--- config.mk ---
export PLATFORM = sky130hd
export DESIGN_NAME = eca_row
export DESIGN_NICKNAME = d
export VERILOG_FILES = /design/src/rtl/eca_pkg.sv /design/src/rtl/eca_rule_latch.sv /design/src/rtl/eca_cell.sv /design/src/rtl/eca_row.sv
export SDC_FILE = /design/constraint.sdc
export NUM_CORES = 1
export LEC_CHECK = 0
export BUFFER_PORTS_ARGS = -buffer_cell sky130_fd_sc_hd__buf_2
export CAP_MARGIN = 0
export CORE_MARGIN = 2
export CORE_UTILIZATION = 55
export CTS_BUF_LIST = sky130_fd_sc_hd__clkbuf_4
export DETAILED_ROUTE_END_ITERATION = 7
export GPL_TIMING_DRIVEN = 0
export PLACE_DENSITY = 0.8
export SLEW_MARGIN = 20
export SYNTH_ARGS = -nofsm -noshare
export SYNTH_HDL_FRONTEND = slang
export SYNTH_SLANG_ARGS = --single-unit
--- constraint.sdc ---
create_clock -name clk -period 3.1 [get_ports clk]
set_input_delay 0.31 -clock clk [delete_from_list [all_inputs] [get_ports clk]]
set_output_delay 0.31 -clock clk [all_outputs]
set_load 0.02 [all_outputs]
--- src/rtl/eca_pkg.sv ---
package eca_pkg;

    localparam int RULE_W = 8;
    localparam int HOOD_W = 3;

    typedef logic [RULE_W-1:0] rule_t;

    typedef struct packed {
        logic left;
        logic center;
        logic right;
    } hood_t;

    function automatic logic apply_rule(input rule_t rule, input hood_t hood);
        logic [HOOD_W-1:0] idx;
        idx = {hood.left, hood.center, hood.right};
        return rule[idx];
    endfunction

endpackage

--- src/rtl/eca_rule_latch.sv ---
module eca_rule_latch
    import eca_pkg::*;
(
    input  logic  clk,
    input  logic  rst,
    input  rule_t rule_in,
    output rule_t rule_q
);

    always_ff @(posedge clk) begin
        if (rst) begin
            rule_q <= rule_in;
        end
    end

endmodule

--- src/rtl/eca_cell.sv ---
module eca_cell
    import eca_pkg::*;
(
    input  logic  clk,
    input  logic  rst,
    input  logic  tick,
    input  logic  seed_bit,
    input  rule_t rule,
    input  logic  nb_left,
    input  logic  nb_right,
    output logic  state
);

    hood_t hood;

    always_comb begin
        hood.left   = nb_left;
        hood.center = state;
        hood.right  = nb_right;
    end

    always_ff @(posedge clk) begin
        if (rst) begin
            state <= seed_bit;
        end else if (tick) begin
            state <= apply_rule(rule, hood);
        end
    end

endmodule

--- src/rtl/eca_row.sv ---
module eca_row
    import eca_pkg::*;
#(
    parameter int WIDTH = 16
) (
    input  logic             clk,
    input  logic             rst,
    input  logic             tick,
    input  logic [WIDTH-1:0] seed_in,
    input  logic [7:0]       rule_in,
    output logic [WIDTH-1:0] cells
);

    localparam int PAD_W = WIDTH + 2;

    rule_t            rule_q;
    logic [WIDTH-1:0] row;
    logic [PAD_W-1:0] padded;

    eca_rule_latch u_rule (
        .clk     (clk),
        .rst     (rst),
        .rule_in (rule_in),
        .rule_q  (rule_q)
    );

    // zero padding at both ends of the row
    assign padded = {1'b0, row, 1'b0};

    for (genvar i = 0; i < WIDTH; i++) begin : g_cell
        eca_cell u_cell (
            .clk      (clk),
            .rst      (rst),
            .tick     (tick),
            .seed_bit (seed_in[i]),
            .rule     (rule_q),
            .nb_left  (padded[i+2]),
            .nb_right (padded[i]),
            .state    (row[i])
        );
    end

    assign cells = row;

    a_r1_seed_load: assert property (@(posedge clk) disable iff (rst)
        $past(rst) |-> cells == $past(seed_in));

    a_r2_rule_capture: assert property (@(posedge clk) disable iff (rst)
        $past(rst) |-> rule_q == $past(rule_in));

    a_r3_rule_held: assert property (@(posedge clk) disable iff (rst)
        !rst |=> $stable(rule_q));

    a_r6_idle_hold: assert property (@(posedge clk) disable iff (rst)
        !tick |=> $stable(cells));

endmodule

After elaboration in Yosys (flattened, before gate mapping)
Index checks and enable logic that the tools add are counted.
- register bits after elaboration: 24
- output and inout port bits: 16
- mux-type cells: 64
- reductions and logical operators: 1
- order comparisons: 16
- operators with widths (kind ; number):
    3-bit by 4-bit less-than comparator with 1-bit output (second input constant) ; 15
    1-bit two-way mux ; 48
    1-bit binary-select mux with 3-bit select ; 14
    1-bit binary-select mux with 2-bit select ; 2
    2-bit by 4-bit less-than comparator with 1-bit output (second input constant) ; 1
    2-bit nonzero test ; 1

Longest topological paths before layout
Gate-level depths: netlist of run 1.
- word-level depth: 4
- depth in mapped cells: 4
- gate-level depth less buffers: 3

Modules after synthesis
A second synthesis of run 1 with hierarchy kept.
- cells, all modules: 169
- area total of the unflattened synthesis: 2045.7 um^2
- modules (own cells, without submodules) (module ; times used ; area each (um^2) ; cells an instance):
    eca_cell ; 16 ; 112.6 ; 10
    eca_rule_latch ; 1 ; 240.2 ; 8
    eca_row ; 1 ; 3.8 ; 1

Least setup slack after synthesis of run 1
OpenSTA, ideal clock, no wires.
- path type: register to register
- from: register u_rule.rule_q[2]
- to: register g_cell[15].u_cell.state, data pin
- data required time: 2.840 ns
- stages on the path, launching flop included: 4
- setup time: 0.260 ns
- arrival time: 1.300 ns
- slack: 1.541 ns
- cells stage by stage: edfxtp_1 -> buf_4 -> mux4_2 -> mux2_2
- longest elaborated chain between the ends: 4
- RTL lines (element ; line ; RTL):
    start, declared ; eca_rule_latch.sv:7 ; output rule_t rule_q
    start signal, assigned ; eca_rule_latch.sv:12 ; rule_q <= rule_in;
    1-bit binary-select mux with 2-bit select ; eca_pkg.sv:17 ; return rule[idx];
    1-bit two-way mux (implied by the code) ; eca_pkg.sv:17 ;
    1-bit two-way mux ; eca_cell.sv:25 ; end else if (tick) begin
    1-bit two-way mux ; eca_cell.sv:23 ; if (rst) begin
    end signal, assigned ; eca_cell.sv:24 ; state <= seed_bit;
    end signal, assigned ; eca_cell.sv:26 ; state <= apply_rule(rule, hood);
    end, declared ; eca_cell.sv:11 ; output logic state
No other way between the ends. The select of a mux whose other input is x is not followed.
A chain may end at the register's enable or synchronous reset.

Final worst setup path of run 1
Same ends and word-level chain as after synthesis.

==> flow_summary_export.csv, run 1 <==
group,metric,value,unit
power_and_ir_drop,p_leak,1.007,nW
yosys,syn_inst,171,
yosys,synth_cell_type_count,19,
job,cap_violations,0,
power_and_ir_drop,p_per_area,505.8,nW/um2
detailed_routing,vias,1532,
cts,clk_pin_slew,0.16,ns
cts,cts_sinks,24,
worst_hold_path,hold_start,"rule_in[1]",
timing,finalCriticalPeriod,1.734,ns
placed_design,placed_area,2312,um2
cts,cts-resized-gates,0,
global_routing,grt_max_degree,17,
die,core-area,3606,um2
cts,root_buffer,"clkbuf_4",
global_routing,gr-usage-all-layers,0.2218,
die,row_count,22,
detailed_routing,drtAntennaViolNets,0,
detailed_routing,viasPerCell,5.781,
die,ioPinCount,43,
timing,skew,0.009784,ns
placed_design,dp_hpwl,2972,um
critical_path,crit_path_start_kind,"flip-flop",
detailed_routing,route.detailed.drc,0,
final_layout,fin_area,2365,um2
critical_path,cp-end-kind,"flip-flop",
placed_design,routabilityCongestion,0.8241,
critical_path,path_class,"reg -> reg",
detailed_routing,wire_per_inst,16.18,um
die,initial_utilization,0.5663,
timing,finalSetupViolCount,0,
global_routing,grt_overflow,0,
final_layout,n_antenna_cell,0,
yosys,synth.avg_cell_area,11.94,um2
yosys,synth-seq-area-share,0.3529,
worst_hold_path,min_to,"u_rule.rule_q[1]",
final_layout,syn2layout_area_growth,15.81,%
detailed_routing,first_pass_iters,4,
critical_path,required,3.21,ns
critical_path,r2r_start,"u_rule.rule_q[2]",
cts,clkLatencyLatePin,0.34,ns
cts,cts_tree,"done",
critical_path,r2r-end,"g_cell[15].u_cell.state",
worst_hold_path,hold_path.class,"in -> reg",
yosys,synth-seq-cells,24,
global_routing,antenna_found_initial,0,
timing,rsz0062_at_grt,"false",
final_layout,fin_nets,245,
die,die_y,64.93,um
die,die_w,64.93,um
die,die_area,4216,um2
cts,hold_buffers,0,
timing,max_slew_margin,0.6451,
yosys,syn_area,2042,um2
critical_path,critPathMaxFanout,10,
run_status,outcome,"completed",
timing,hold_viol,0,
final_layout,fillers,302,
timing,finalMaxSlewViolations,0,
detailed_routing,initialDrtViolationCount,75,
final_layout,layout-drive-gt1-share,0.4562,
worst_hold_path,hold-path-cell-count,1,
timing,finalSetupTns,0,ns
cts,cts_made_buffers,3,
detailed_routing,routed_wl,4288,um
cts,cts-htree-levels,1,
critical_path,reg2reg_slack,1.37,ns
global_routing,grt_pass1_wl,7065,um
timing,worst_slack,1.366,ns
power_and_ir_drop,ir_worst_vdd,0.2735,mV
timing,tightest_slew,0.5189,ns
yosys,yosys_warnings,0,
critical_path,worstPathArrival,1.84,ns
cts,ctsLongestPathBuffers,2,
final_layout,postLayoutCoreUtil,0.6558,
critical_path,ff2ff_path_depth,3,
yosys,syn_nets,198,
timing,max_freq,576.8,MHz
power_and_ir_drop,total_power,1.196,mW
placed_design,place_ws,1.258,ns
placed_design,io_buffers,42,
timing,finalCritPeriodShare,0.5592,
global_routing,grt_pass1_vias,1482,
cts,cts_setup_buffers,0,
cell usage in the layout (no fill, tap or decap):
cell	Yosys	routed
buf_2	14	56
mux2i_1	32	32
edfxtp_1	24	24
buf_4	21	21
nor2b_1	15	15
mux4_2	14	14
nand2_1	14	14
a2111oi_0	10	10
o21ai_1	8	8
o41ai_1	5	5
clkbuf_4	0	3
clkbuf_1	2	2
mux2_2	2	2
mux4_1	2	2
inv_1	2	2
nor4b_1	2	2
buf_1	1	1
or2_2	1	1
and2_1	1	1
o41ai_2	1	1
bufinv_16	0	1
worst max path at each step:
stage               slack [ns]        startpoint                       to  depth (start not counted)
floorplan                 1.54  u_rule.rule_q[2]  g_cell[15].u_cell.state                          3
global placement          1.27               rst   g_cell[0].u_cell.state                          3
detailed placement        1.26               rst   g_cell[0].u_cell.state                          3
CTS                       1.37  u_rule.rule_q[3]  g_cell[15].u_cell.state                          3
global route              1.24  u_rule.rule_q[2]  g_cell[12].u_cell.state                          3
finish                    1.37  u_rule.rule_q[2]  g_cell[15].u_cell.state                          3
registers in the layout, indices dropped and copies added (netlist names):
| signal | flops |
|---|---|
| g_cell.u_cell.state | 16 |
| u_rule.rule_q | 8 |
synth_stat cells, drive strengths merged:
cell	instances	share of area
mux2	2	0.011
o41ai	6	0.029
buf	36	0.11
a2111oi	10	0.043
edfxtp	24	0.35
nor2b	15	0.046
and2	1	0.0031
mux2i	32	0.16
o21ai	8	0.020
nand2	14	0.026
nor4b	2	0.0086
clkbuf	2	0.0037
or2	1	0.0031
mux4	16	0.18
inv	2	0.0037
through the flow:
stage | std cells | hold slack, ns
finish | 265 | 0.1297
global route | 265 | 0.1222
CTS | 265 | 0.1282
detailed placement | 261 | 0.4881
global placement | 261 | 0.4871
floorplan | 171 | 0.4089
worst max-delay path, stage by stage (launching register included):
cell and delay, ns:
edfxtp_1 0.54, buf_4 0.24, mux4_2 0.46, mux2_2 0.27
cell type report:
cell class	instances	area (um2)	area share
clock inverter	1	30.03	0.01270
timing repair buffer	42	210.2	0.08889
sequential	24	720.7	0.3048
tap	48	60.06	0.02540
clock buffer	3	22.52	0.009524
inverter	2	7.507	0.003175
buffer	38	239.0	0.1011
multi-input combinational	107	1075	0.4545
per-layer routing:
| metal | vias up | wire, um | global-route usage |
|---|---|---|---|
| li1 | 737 | - | - |
| met1 | 719 | 1891 | 0.2929 |
| met2 | 65 | 2011 | 0.3531 |
| met3 | 11 | 305 | 0.03993 |
| met4 | 0 | 80 | 0.1064 |
| met5 | - | 0 | 0 |
where the power goes:
group          switching, mW  total [mW]  leakage [nW]  internal, mW
clock network          0.113       0.244        0.0279         0.131
registers             0.0435       0.457         0.244         0.413
logic                  0.227       0.495         0.735         0.268
total                  0.384        1.20          1.01         0.812
kinds of logic (layout without fill, tap and decap cells):
family          count (synthesis)  count (layout)  share of synthesized area
simple gates                   33              33                    0.08640
mux                            50              50                     0.3480
flops                          24              24                     0.3529
buf+inv                        40              86                     0.1207
compound gates                 24              24                    0.09191
(Power assumes the default switching activity.)
==> inputs of run 2 (changes only) <==
--- a/config.mk
+++ b/config.mk
@@ -5,14 +5,15 @@
 export SDC_FILE = /design/constraint.sdc
 export NUM_CORES = 1
 export LEC_CHECK = 0
+export ABC_AREA = 1
 export BUFFER_PORTS_ARGS = -buffer_cell sky130_fd_sc_hd__buf_2
 export CAP_MARGIN = 0
 export CORE_MARGIN = 2
-export CORE_UTILIZATION = 55
+export CORE_UTILIZATION = 51
 export CTS_BUF_LIST = sky130_fd_sc_hd__clkbuf_4
 export DETAILED_ROUTE_END_ITERATION = 7
 export GPL_TIMING_DRIVEN = 0
-export PLACE_DENSITY = 0.8
+export PLACE_DENSITY = 0.78
 export SLEW_MARGIN = 20
 export SYNTH_ARGS = -nofsm -noshare
 export SYNTH_HDL_FRONTEND = slang
==> constraint.sdc (replaced) <==
create_clock -name clk -period 1.49 [get_ports clk]
set_input_delay 0.149 -clock clk [delete_from_list [all_inputs] [get_ports clk]]
set_output_delay 0.149 -clock clk [all_outputs]
set_load 0.02 [all_outputs]
==> flow_summary_export.csv, run 2 <==
group,metric,value,unit
run_status,outcome,"completed",
die,row_count,23,
critical_path,cp-end-kind,"flip-flop",
timing,finalSetupViolCount,0,
yosys,async_reset_ff_frac,0,
placed_design,place_ws,0.09635,ns
job,cap_violations,0,
final_layout,n_antenna_cell,0,
timing,skew,0.006920,ns
yosys,synth.most_common_cell,"nand2_1",
yosys,synth-seq-area-share,0.3516,
critical_path,crit_path_start_kind,"flip-flop",
yosys,syn_inst,306,
cts,clkLatencyLatePin,0.33,ns
timing,finalSetupTns,0,ns
yosys,syn_area,2049,um2
final_layout,largest_reg_flops,16,
global_routing,gr-usage-all-layers,0.2424,
die,initial_utilization,0.5198,
yosys,synth_top_family_by_area,"simple AND/OR/NAND/NOR gates",
global_routing,grt_overflow,0,
cts,ctsLongestPathBuffers,2,
placed_design,dp_hpwl,3489,um
placed_design,routabilityCongestion,0.8933,
worst_hold_path,hold_path.class,"in -> reg",
cts,clk_pin_slew,0.15,ns
timing,finalMaxSlewViolations,0,
yosys,synth-seq-cells,24,
yosys,synth.avg_cell_area,6.698,um2
yosys,synth_cell_type_count,12,
yosys,yosys_warnings,0,
critical_path,required,1.60,ns
global_routing,antenna_found_initial,0,
global_routing,grt_max_degree,17,
die,core-area,3943,um2
final_layout,layout-drive-gt1-share,0.2528,
yosys,yosysTopAreaCell,"edfxtp_1",
detailed_routing,first_pass_iters,4,
final_layout,fin_nets,388,
timing,tightest_slew,0.4279,ns
die,die_area,4541,um2
detailed_routing,initialDrtViolationCount,221,
cts,cts_made_buffers,3,
power_and_ir_drop,ir_worst_vdd,0.5139,mV
critical_path,path_class,"reg -> reg",
die,die_w,67.39,um
critical_path,worstPathArrival,1.48,ns
timing,worst_slack,0.1201,ns
cts,cts_sinks,24,
final_layout,syn2layout_area_growth,19.78,%
final_layout,reg_top3,"g_cell.u_cell.state x16, u_rule.rule_q x8",
timing,max_slew_margin,0.7148,
detailed_routing,viasPerCell,5.327,
global_routing,grt_pass1_vias,1881,
detailed_routing,drtAntennaViolNets,0,
yosys,synth_edf_count,24,
timing,rsz0062_at_grt,"false",
final_layout,top_register,"g_cell.u_cell.state",
detailed_routing,wire_per_inst,12.61,um
placed_design,io_buffers,42,
yosys,synthAdderAreaFrac,0,
timing,finalCritPeriodShare,0.9194,
power_and_ir_drop,p_leak,1.253,nW
die,die_y,67.39,um
yosys,synth_ff_type,"edfxtp_1",
final_layout,postLayoutCoreUtil,0.6227,
yosys,synth_compound_area_frac,0.01465,
yosys,synthSimpleGateAreaFrac,0.4731,
yosys,synthTopCellsByCount,"nand2_1, nand3_1, edfxtp_1",
timing,max_freq,730.0,MHz
final_layout,final_common_cell,"nand2_1",
power_and_ir_drop,p_per_area,1041,nW/um2
yosys,synth_area_leaders,"edfxtp_1, nand3_1, nand2_1",
yosys,synth_top_area_share,0.3516,
critical_path,critPathMaxFanout,8,
timing,hold_viol,0,
detailed_routing,route.detailed.drc,0,
detailed_routing,vias,2184,
die,ioPinCount,43,
yosys,syn_nets,333,
yosys,synthXorXnorAreaFrac,0,
cts,cts_tree,"done",
global_routing,grt_pass1_wl,8431,um
final_layout,final_cell_mix,"nand2_1, nand3_1, buf_2",
cts,root_buffer,"clkbuf_4",
yosys,synth_mux_area_frac,0,
timing,finalCriticalPeriod,1.370,ns
detailed_routing,routed_wl,5172,um
cts,cts-htree-levels,1,
-- run 2: report_power, final --
group | leakage, nW | internal (mW) | switching (mW) | total, mW
sequential | 0.244 | 0.858 | 0.103 | 0.961
clock | 0.0279 | 0.272 | 0.222 | 0.495
combinational | 0.982 | 0.462 | 0.639 | 1.10
-- run 2: per-stage QoR --
stage | area [um2] | hold slack (ns) | cells | power [mW]
6_report | 2455 | 0.07156 | 410 | 2.556
5_1_grt | 2455 | 0.07931 | 410 | 2.734
4_1_cts | 2455 | 0.07374 | 410 | 2.551
3_5_place_dp | 2322 | 0.3271 | 398 | 2.048
3_3_place_gp | 2322 | 0.3257 | 398 | 2.035
2_1_floorplan | 2049 | 0.2479 | 306 | 1.793
-- run 2: per-layer routing --
metal / GRT usage / routed length [um] / vias to the layer above
li1: - / - / 1114
met1: 0.3354 / 2252 / 986
met2: 0.3849 / 2492 / 76
met3: 0.03000 / 336 / 8
met4: 0.09694 / 90 / 0
met5: 0 / 0 / -
-- run 2: cells by family after synthesis --
| kind of cell | count (synthesis) |
|---|---|
| buffers and inverters | 54 |
| flip-flops | 24 |
| AND/OR/NAND/NOR | 224 |
| AO/OA/AOI/OAI | 4 |
-- run 2: layout make-up --
type / instances / area [um2]
inverters: 25 / 101.3
plain buffers: 29 / 227.7
repair buffers: 50 / 290.3
well taps: 50 / 62.56
flip-flops and latches: 24 / 720.7
multi-input cells: 228 / 999.7
clock buffers: 3 / 22.52
fillers: 366 / 1488
clock inverters: 1 / 30.03
-- run 2: path summary, 6_finish.rpt --
path         slack [ns]  cells after the start                      end        startpoint
max                0.12                      6  g_cell[10].u_cell.state  u_rule.rule_q[7]
max reg2reg        0.12                      6  g_cell[10].u_cell.state  u_rule.rule_q[7]
min                0.07                      3   g_cell[0].u_cell.state        seed_in[0]
min reg2reg        0.74                      4  g_cell[15].u_cell.state  u_rule.rule_q[2]
-- run 2: repair_timing --
item	CTS	global route
hold endpoints to repair	8	0
resized for setup	0	0
hold buffers	8	0
buffers inserted	0	0
-- run 2: worst max-delay path: stages (launching register included) --
cell and delay, ns:
edfxtp_1 0.39, inv_1 0.27, nand2_1 0.13, nand3_1 0.10, nand3_1 0.08, nand3_1 0.11, nand2_1 0.05
